[config.mk]
export PLATFORM = sky130hd
export DESIGN_NAME = sdram_bank_tracker
export DESIGN_NICKNAME = d
export VERILOG_FILES = /design/src/rtl/sbt_pkg.sv /design/src/rtl/sbt_mode_reg.sv /design/src/rtl/sbt_cmd_check.sv /design/src/rtl/sbt_bank_slot.sv /design/src/rtl/sdram_bank_tracker.sv
export SDC_FILE = /design/constraint.sdc
export NUM_CORES = 1
export LEC_CHECK = 0
export BUFFER_PORTS_ARGS = -buffer_cell sky130_fd_sc_hd__buf_2
export CORE_MARGIN = 3
export CORE_UTILIZATION = 58
export DETAILED_ROUTE_END_ITERATION = 8
export PLACE_DENSITY = 0.92
export RECOVER_POWER = 100
export SYNTH_ARGS = -nofsm -noshare
export SYNTH_HDL_FRONTEND = slang
export SYNTH_SLANG_ARGS = --single-unit
[constraint.sdc]
create_clock -name clk -period 6.8 [get_ports clk]
set_input_delay 1.36 -clock clk [delete_from_list [all_inputs] [get_ports clk]]
set_output_delay 1.36 -clock clk [all_outputs]
set_load 0.005 [all_outputs]
[src/rtl/sbt_pkg.sv]
package sbt_pkg;

  typedef enum logic [3:0] {
    CMD_NOP  = 4'd0,
    CMD_ACT  = 4'd1,
    CMD_RD   = 4'd2,
    CMD_WR   = 4'd3,
    CMD_WRA  = 4'd4,
    CMD_PRE  = 4'd5,
    CMD_PALL = 4'd6,
    CMD_REF  = 4'd7,
    CMD_MRS  = 4'd8
  } sbt_cmd_e;

  typedef enum logic [2:0] {
    RSN_NONE        = 3'd0,
    RSN_UNCFG       = 3'd1,
    RSN_IDLE_BANK   = 3'd2,
    RSN_ROW_OPEN    = 3'd3,
    RSN_FULLPAGE_AP = 3'd4,
    RSN_NOT_IDLE    = 3'd5,
    RSN_AP_BUSY     = 3'd6,
    RSN_BAD_MODE    = 3'd7
  } sbt_reason_e;

  localparam logic [2:0] BL_FULL_PAGE = 3'd7;

endpackage

[src/rtl/sbt_mode_reg.sv]
module sbt_mode_reg #(
  parameter int CNT_W = 4
) (
  input  logic             clk,
  input  logic             rst_n,
  input  logic             load,
  input  logic [2:0]       bl_in,
  input  logic             single_in,
  output logic             configured,
  output logic             wra_ban,
  output logic [CNT_W-1:0] wr_len
);
  localparam logic [CNT_W-1:0] ONE = CNT_W'(1);

  logic       cfg_q, cfg_d;
  logic [2:0] bl_q;
  logic       single_q;

  always_comb begin
    cfg_d = cfg_q;
    if (load) cfg_d = 1'b1;
  end

  always_ff @(posedge clk or negedge rst_n) begin
    if (!rst_n) cfg_q <= 1'b0;
    else        cfg_q <= cfg_d;
  end

  // mode fields are left unreset: their content is meaningless until loaded
  always_ff @(posedge clk) begin
    if (load) begin
      bl_q     <= bl_in;
      single_q <= single_in;
    end
  end

  assign configured = cfg_q;
  assign wra_ban    = !single_q && (bl_q == sbt_pkg::BL_FULL_PAGE);
  assign wr_len     = single_q ? ONE : (ONE << bl_q[1:0]);

endmodule

[src/rtl/sbt_cmd_check.sv]
module sbt_cmd_check
  import sbt_pkg::*;
#(
  parameter int NB     = 4,
  parameter int BANK_W = 2
) (
  input  sbt_cmd_e          cmd,
  input  logic [BANK_W-1:0] bank,
  input  logic              configured,
  input  logic [NB-1:0]     open,
  input  logic [NB-1:0]     busy,
  input  logic              wra_ban,
  input  logic [2:0]        mode_bl,
  output logic              illegal,
  output sbt_reason_e       reason,
  output logic [NB-1:0]     act_sel,
  output logic [NB-1:0]     pre_sel,
  output logic [NB-1:0]     wra_sel,
  output logic              pall,
  output logic              mrs_load
);
  logic [NB-1:0] hit;
  logic          sel_open, sel_busy, any_open;
  sbt_reason_e   rsn;

  always_comb begin
    hit       = '0;
    hit[bank] = 1'b1;
    sel_open  = open[bank];
    sel_busy  = busy[bank];
    any_open  = |open;
    rsn       = RSN_NONE;
    act_sel   = '0;
    pre_sel   = '0;
    wra_sel   = '0;
    pall      = 1'b0;
    mrs_load  = 1'b0;
    if (!configured && (cmd inside {CMD_ACT, CMD_RD, CMD_WR, CMD_WRA,
                                    CMD_PRE, CMD_PALL, CMD_REF})) begin
      rsn = RSN_UNCFG;
    end else begin
      case (cmd)
        CMD_ACT: begin
          if (sel_busy)      rsn = RSN_AP_BUSY;
          else if (sel_open) rsn = RSN_ROW_OPEN;
          else               act_sel = hit;
        end
        CMD_RD, CMD_WR: begin
          if (sel_busy)       rsn = RSN_AP_BUSY;
          else if (!sel_open) rsn = RSN_IDLE_BANK;
        end
        CMD_WRA: begin
          if (wra_ban)        rsn = RSN_FULLPAGE_AP;
          else if (sel_busy)  rsn = RSN_AP_BUSY;
          else if (!sel_open) rsn = RSN_IDLE_BANK;
          else                wra_sel = hit;
        end
        CMD_PRE: begin
          if (sel_busy) rsn = RSN_AP_BUSY;
          else          pre_sel = hit;
        end
        CMD_PALL: pall = 1'b1;
        CMD_REF: begin
          if (any_open) rsn = RSN_NOT_IDLE;
        end
        CMD_MRS: begin
          if (any_open)                      rsn = RSN_NOT_IDLE;
          else if (mode_bl inside {[3'd4:3'd6]}) rsn = RSN_BAD_MODE;
          else                               mrs_load = 1'b1;
        end
        default: ;
      endcase
    end
    illegal = (rsn != RSN_NONE);
    reason  = rsn;
  end

endmodule

[src/rtl/sbt_bank_slot.sv]
module sbt_bank_slot #(
  parameter int ROW_W = 12,
  parameter int CNT_W = 4
) (
  input  logic             clk,
  input  logic             rst_n,
  input  logic             open_req,
  input  logic             close_req,
  input  logic             ap_start,
  input  logic [CNT_W-1:0] ap_len,
  input  logic [ROW_W-1:0] row_in,
  output logic             is_open,
  output logic [ROW_W-1:0] row,
  output logic             ap_busy
);
  localparam logic [CNT_W-1:0] ONE = CNT_W'(1);

  logic             open_q, open_d;
  logic             busy_q, busy_d;
  logic [CNT_W-1:0] cnt_q, cnt_d;
  logic [ROW_W-1:0] row_q;
  logic             row_en;

  always_comb begin
    open_d = open_q;
    busy_d = busy_q;
    cnt_d  = cnt_q;
    row_en = 1'b0;
    if (close_req) begin
      open_d = 1'b0;
      busy_d = 1'b0;
    end else if (open_req) begin
      open_d = 1'b1;
      row_en = 1'b1;
    end else if (ap_start) begin
      if (ap_len <= ONE) begin
        open_d = 1'b0;
      end else begin
        busy_d = 1'b1;
        cnt_d  = ap_len - ONE;
      end
    end else if (busy_q) begin
      if (cnt_q == ONE) begin
        open_d = 1'b0;
        busy_d = 1'b0;
      end else begin
        cnt_d = cnt_q - ONE;
      end
    end
  end

  always_ff @(posedge clk or negedge rst_n) begin
    if (!rst_n) begin
      open_q <= 1'b0;
      busy_q <= 1'b0;
      cnt_q  <= '0;
    end else begin
      open_q <= open_d;
      busy_q <= busy_d;
      cnt_q  <= cnt_d;
    end
  end

  always_ff @(posedge clk) begin
    if (row_en) row_q <= row_in;
  end

  assign is_open = open_q;
  assign row     = row_q;
  assign ap_busy = busy_q;

endmodule

[src/rtl/sdram_bank_tracker.sv]
module sdram_bank_tracker
  import sbt_pkg::*;
#(
  parameter int ROW_W     = 12,
  parameter int BANK_W    = 2,
  parameter int MAX_BURST = 8
) (
  input  logic                         clk,
  input  logic                         rst_n,
  input  logic [3:0]                   cmd_code,
  input  logic [BANK_W-1:0]            cmd_bank,
  input  logic [ROW_W-1:0]             cmd_addr,
  output logic [(1<<BANK_W)-1:0]       bank_open_o,
  output logic [(1<<BANK_W)*ROW_W-1:0] bank_row_o,
  output logic                         configured_o,
  output logic                         illegal_o,
  output logic [2:0]                   illegal_reason_o
);
  localparam int NB    = 1 << BANK_W;
  localparam int CNT_W = $clog2(MAX_BURST + 1);

  logic [NB-1:0]    act_sel, pre_sel, wra_sel, busy_vec, open_vec;
  logic             pall, mrs_load, wra_ban, cfg;
  logic [CNT_W-1:0] wr_len;
  logic             ill_d, ill_q;
  sbt_reason_e      rsn_d;
  logic [2:0]       rsn_q;

  sbt_mode_reg #(.CNT_W(CNT_W)) u_mode (
    .clk        (clk),
    .rst_n      (rst_n),
    .load       (mrs_load),
    .bl_in      (cmd_addr[2:0]),
    .single_in  (cmd_addr[9]),
    .configured (cfg),
    .wra_ban    (wra_ban),
    .wr_len     (wr_len)
  );

  sbt_cmd_check #(.NB(NB), .BANK_W(BANK_W)) u_check (
    .cmd        (sbt_cmd_e'(cmd_code)),
    .bank       (cmd_bank),
    .configured (cfg),
    .open       (open_vec),
    .busy       (busy_vec),
    .wra_ban    (wra_ban),
    .mode_bl    (cmd_addr[2:0]),
    .illegal    (ill_d),
    .reason     (rsn_d),
    .act_sel    (act_sel),
    .pre_sel    (pre_sel),
    .wra_sel    (wra_sel),
    .pall       (pall),
    .mrs_load   (mrs_load)
  );

  for (genvar b = 0; b < NB; b++) begin : g_bank
    sbt_bank_slot #(.ROW_W(ROW_W), .CNT_W(CNT_W)) u_slot (
      .clk       (clk),
      .rst_n     (rst_n),
      .open_req  (act_sel[b]),
      .close_req (pre_sel[b] | pall),
      .ap_start  (wra_sel[b]),
      .ap_len    (wr_len),
      .row_in    (cmd_addr),
      .is_open   (open_vec[b]),
      .row       (bank_row_o[b*ROW_W +: ROW_W]),
      .ap_busy   (busy_vec[b])
    );
  end

  always_ff @(posedge clk or negedge rst_n) begin
    if (!rst_n) begin
      ill_q <= 1'b0;
      rsn_q <= 3'd0;
    end else begin
      ill_q <= ill_d;
      rsn_q <= rsn_d;
    end
  end

  assign bank_open_o      = open_vec;
  assign configured_o     = cfg;
  assign illegal_o        = ill_q;
  assign illegal_reason_o = rsn_q;

endmodule

# Word-level counts from Yosys, hierarchy flattened
# Index checks and enable logic that the tools add are counted.
dict set report totals {
  inputBits 20
  ff_bits 81
}
dict set report classes {
  bitwise 12
  n_lt_le_gt_ge 5
  n_mux 99
  shift 1
  eq_ne 33
  reduce_logical 34
  add_sub_neg 5
}
# operator n
set ops {}
lappend ops {{$mux W4} 26}
lappend ops {{$mux W1} 59}
lappend ops {{$reduce_bool A4 Y1} 8}
lappend ops {{$mux W3} 8}
lappend ops {{$eq A4 B1 Y1 const B} 5}
lappend ops {{$reduce_and A5 Y1} 4}
lappend ops {{$sub A4 B1 Y4 const B} 5}
lappend ops {{$pmux W3 S6} 1}
lappend ops {{$eq A4 B3 Y1 const B} 4}
lappend ops {{$ne A2 B2 Y1 const B} 8}
lappend ops {{$ne A4 B2 Y1 const B} 4}
lappend ops {{$ne A3 B2 Y1 const B} 4}
lappend ops {{$reduce_and A3 Y1} 4}
lappend ops {{$eq A4 B2 Y1 const B} 2}
lappend ops {{$ne A2 B1 Y1 const B} 4}
lappend ops {{$not A1 Y1} 8}
lappend ops {{$reduce_and A2 Y1} 4}
lappend ops {{$reduce_bool A2 Y1} 4}
lappend ops {{$reduce_bool A7 Y1} 1}
lappend ops {{$bmux W1 S2} 2}
lappend ops {{$eq A4 B4 Y1 const B} 1}
lappend ops {{$le A4 B1 Y1 const B} 1}
lappend ops {{$logic_and A1 B1 Y1} 4}
lappend ops {{$mux W2} 2}
lappend ops {{12 further kinds} 16}

# Longest topological paths before layout
dict set report depth {
  ltp_word 12
  depth_mapped 9
  depth_no_buf 9
}

# Modules after synthesis
# From an unflattened synthesis, not the netlist that was laid out.
dict set report hier_totals {
  cells_unflattened 345
  hier_area_um2 4090.2
}
# module seq_area_each_um2 n_inst cells_each area_per_inst_um2
set by_module_without_submodules {}
lappend by_module_without_submodules {sbt_bank_slot 510.5 4 65 830.8}
lappend by_module_without_submodules {sbt_cmd_check 0.0 1 66 447.9}
lappend by_module_without_submodules {sbt_mode_reg 145.1 1 11 193.9}
lappend by_module_without_submodules {sdram_bank_tracker 100.1 1 8 125.1}

# Least setup slack after synthesis
# OpenSTA, ideal clock, no wires.
dict set report synth_timing {
  kind {input -> register}
  start {input cmd_bank[0]}
  end {register g_bank[0].u_slot.row_q[0] (enable)}
  stages 5
  setup_slack_ns 2.905
  setup_time_ns 0.399
  arrival_time_ns 3.496
  cell_sequence {buf_6 mux4_2 a21oi_1 nand3b_1 nor3_1}
}
dict set report synth_between {
  elab_chain_cells 10
  word_cells_on_any_way 19
}
# element line_no
set synth_rtl {}
lappend synth_rtl {{from (decl)} sdram_bank_tracker.sv:11} ;# input logic [BANK_W-1:0] cmd_bank,
lappend synth_rtl {{$lt A2 B3 Y1 (not written as such) / $ge A2 B1 Y1 (equally long branches)} sbt_cmd_check.sv:28} ;# hit[bank] = 1'b1;
lappend synth_rtl {{$logic_and A1 B1 Y1 (not written as such)} sbt_cmd_check.sv:28}
lappend synth_rtl {{$mux W1 (not written as such)} sbt_cmd_check.sv:28}
lappend synth_rtl {{$demux W1 S2} -}
lappend synth_rtl {{$mux W4} sbt_cmd_check.sv:45} ;# else if (sel_open) rsn = RSN_ROW_OPEN;
lappend synth_rtl {{$mux W4} sbt_cmd_check.sv:44} ;# if (sel_busy) rsn = RSN_AP_BUSY;
lappend synth_rtl {{$mux W4} sbt_cmd_check.sv:42} ;# case (cmd)
lappend synth_rtl {{$mux W4} sbt_cmd_check.sv:38} ;# if (!configured && (cmd inside {CMD_ACT, CMD_RD, CMD_WR, CMD_WRA,
lappend synth_rtl {{$mux W1} sbt_bank_slot.sv:32} ;# end else if (open_req) begin
lappend synth_rtl {{$mux W1 *} sbt_bank_slot.sv:29} ;# if (close_req) begin
lappend synth_rtl {{to (signal assigned)} sbt_bank_slot.sv:65} ;# if (row_en) row_q <= row_in;
lappend synth_rtl {{to (decl)} sbt_bank_slot.sv:21} ;# logic [ROW_W-1:0] row_q;
# Mark *: on every way between the ends. The rest lies on a longest branch, timed or not. The select of a mux whose other input is x is not followed.
# A chain may end at the register's enable or synchronous reset.

# Worst setup path in the final report
dict set report layout_timing {
  start {input cmd_bank[0]}
  end {register g_bank[0].u_slot.row_q[5] (enable)}
}
# The elaborated chain is that of the path after synthesis.

==> summary.md <==
| Metric | Value |
|---|---|
| Post-synth EDFFs | between 50 and 60 |
| Crit Path Category | input port to flop |
| Wire per inst | 20.8 µm |
| Initial Util | between 60% and 70% |
| Synth cell count leaders | 52 x edfxtp_1, 29 x dfrtp_1, 17 x inv_1, 17 x nand2_1, 13 x nor2_1 |
| Largest net degree at the start of global routing | 30 |
| Post-Syn Nets | 310 |
| Pwr/cell area | approximately 270 nW/µm² |
| Layout cell share with drive strength beyond 1 | roughly 14% |
| CTS Buffer Depth | 2 |
| Failing checks | capacitance limit, slew limit |
| Synthesis-to-layout area growth | 15.1% |
| H-tree Lvls | 3 |
| Row count | 28 |
| Final setup viols | 0 |
| #FFs+latches synth | 81 |
| Vias in the first global route | 2700 |
| Crit path launch type | input port |
| Initial antenna violation count | 0 |
| Final hold violation count | 0 |
| Buffers plus inverters on the worst setup path | 1 |
| Hpwl dp | 6.37 mm |
| Global-route wire length before repair | about 14 mm |
| Maximum VDD drop | roughly 0.17 mV |
| Max-slew violation count | between 40 and 50 |
| RSZ-0062 raised after global routing | false |
| Grt total ovfl | 0 |
| Via density | about 6.4 |
| Gr usage total | around 25% |
| Antenna-violating nets left | 0 |
| DP Worst Slack | around 2600 ps |
| Core area | 5990 µm² |
| Max cap viols | 2 |
| Post-layout net count | about 390 |
| Clock transition at the registers of the reported paths | 80 ps |
| Outcome | finished, violations left |
| Die Wd | 85.3 µm |
| Delay-heaviest family, CP | simple AND/OR/NAND/NOR gates |
| Hold_sp | g_bank[1].u_slot.cnt_q[3] |
| Post-synthesis sequential area ratio | 62.7% |
| Yosys top cell area share | a little over two fifths |
| Setup ws final | around 2100 ps |
| Final wirelength | 9.06 mm |
| Residual DRC | 0 |
| Post-CTS sizing | 0 |
| Hold Crit Class | flop to flop |
| Crit end category | flop |
| Die outline height | about 85 µm |
| DRT iter0 DRCs | 290 |
| Final RePlAce weighted congestion | between 0.9 and 1 |
| FFs w/ async S/R, synth | between 30% and 40% |
| Max FO, Critical Path | 13 |
| Die area | around 7300 µm² |
| Slew @ Worst Pin | about 2100 ps |
| Setup repair bufs after CTS | 0 |
| Iteration count of the initial detailed-routing pass | 5 |
| Tcrit/Tclk final | approximately two thirds |
| Ys Warns | 0 |
| Top cells by area, synth | edfxtp_1 43%, dfrtp_1 20%, ha_1 3.4%, inv_1 1.7%, nand2_1 1.7% |
| TritonCTS clock tree | built |
| Syn_area_per_cell | 13.0 µm² |
| Slowest CP cell | nor3_1 |
| Worst path required time | 6740 ps |
| Clk Latency, worst-skew pair | 370 ps |
| Clk root buf | clkbuf_8 |
| Hold buffers post-CTS | 0 |
| Core Util, Final | 70.1% |
| Clk sink count | 81 |
| # diodes | 0 |
| Crit path cell chain | clkbuf_1, mux4_2, a21oi_1, nand3b_1, nor3_1 |
| Final Skew | 18.7 ps |
| Vias | 2802 |
| Post-Syn Area | between 3000 and 4000 µm² |
| IO buf count | 76 |
| CP max stage delay | about 1600 ps |
| Crit path DAT | around 4600 ps |
| RR Startpoint | g_bank[0].u_slot.ap_busy |
| Top-count cell post-synth | edfxtp_1 |
| Dominant synthesized flop cell | edfxtp_1 |
| Slew HR | -39.7% |
| Min cycle time layout | 4650 ps |
| I/O pin total | 77 |
| Yosys cell types | just over 60 |
| Setup tns final | 0 ps |
| Beginning of the critical path | cmd_bank[0] |
| Cells after synthesis | 280 |
| Leak | around 1.6 nW |
| Peak Freq | approximately 210 MHz |
| Total CTS buffers | 9 |
| Post-synth top area cell | edfxtp_1 |
## metrics by stage
step	hold slack, ps	cell area [µm²]	total power [mW]	instances
after global placement	466	4060	0.741	420
after floorplan	451	3650	0.697	280
final	486	4200	1.15	436
after global routing	527	4200	1.19	436
after CTS	489	4290	1.15	436
after detailed placement	478	4060	0.751	420
## sequential cells by signal, summed over array words and instances (netlist names)
signal / flops
g_bank.u_slot.row: 48
u_mode.bl_q: 3
g_bank.u_slot.cnt_q: 16
u_mode.configured: 1
illegal_o: 1
illegal_reason_o: 3
u_mode.single_q: 1
g_bank.u_slot.ap_busy: 4
g_bank.u_slot.is_open: 4
## layout make-up
type,instances,area [µm²]
inverters,17,63.8
repair buffers,76,315
clock buffers,9,124
flip-flops and latches,81,2290
well taps,75,93.8
fillers,408,1790
clock inverters,7,106
multi-input cells,171,1210
## final timing paths
kind                                                   to  cells past startpoint  slack, ps
worst min-delay path            g_bank[1].u_slot.cnt_q[3]                      1        490
worst max register to register    g_bank[0].u_slot.row[5]                      4       3030
min in group asynchronous        g_bank[3].u_slot.is_open                      1       1380
max in group asynchronous        g_bank[1].u_slot.is_open                      1       4510
worst max-delay path              g_bank[0].u_slot.row[5]                      5       2150
worst min register to register  g_bank[1].u_slot.cnt_q[3]                      1        490
## power breakdown
part | internal, mW | switching, mW
clock | 0.214 | 0.193
combinational | 0.0646 | 0.0895
sequential | 0.557 | 0.0324
## worst reg2reg max path: cells and delay by family (launching register included)
kind	cells	cell delay (ps)
compound gates	1	400
mux	1	580
flops	1	440
simple gates	2	1940
## kinds of logic after synthesis
group,Yosys count,share of synthesized area (%)
AO/OA/AOI/OAI,61,12.9
XOR/XNOR,2,0.480
adder cells (fa/ha/maj),10,3.43
buffers and inverters,28,3.70
flip-flops,81,62.7
multiplexers,6,2.47
AND/OR/NAND/NOR,92,14.3
## layout by cell type, fill, tap and decap left out, types with 9 or more instances in the layout
cell type,synthesis,layout
edfxtp_1,52,52
dfrtp_1,29,29
clkbuf_8,0,9
o21ai_0,11,12
buf_2,0,24
ha_1,10,10
inv_1,17,17
nor2_1,13,14
clkbuf_1,5,51
nand2_1,17,17
## layer usage
metal | part of all wire (%) | wire (µm) | global-route usage, % | vias to the layer above
met3 | 8.4 | 765 | 4.95 | 58
met1 | 35 | 3180 | 28.8 | 1318
met2 | 52 | 4690 | 44.8 | 205
li1 | - | - | - | 1221
met5 | 0 | 0 | 0 | -
met4 | 4.7 | 425 | 13.8 | 0
(Power assumes the default switching activity.)
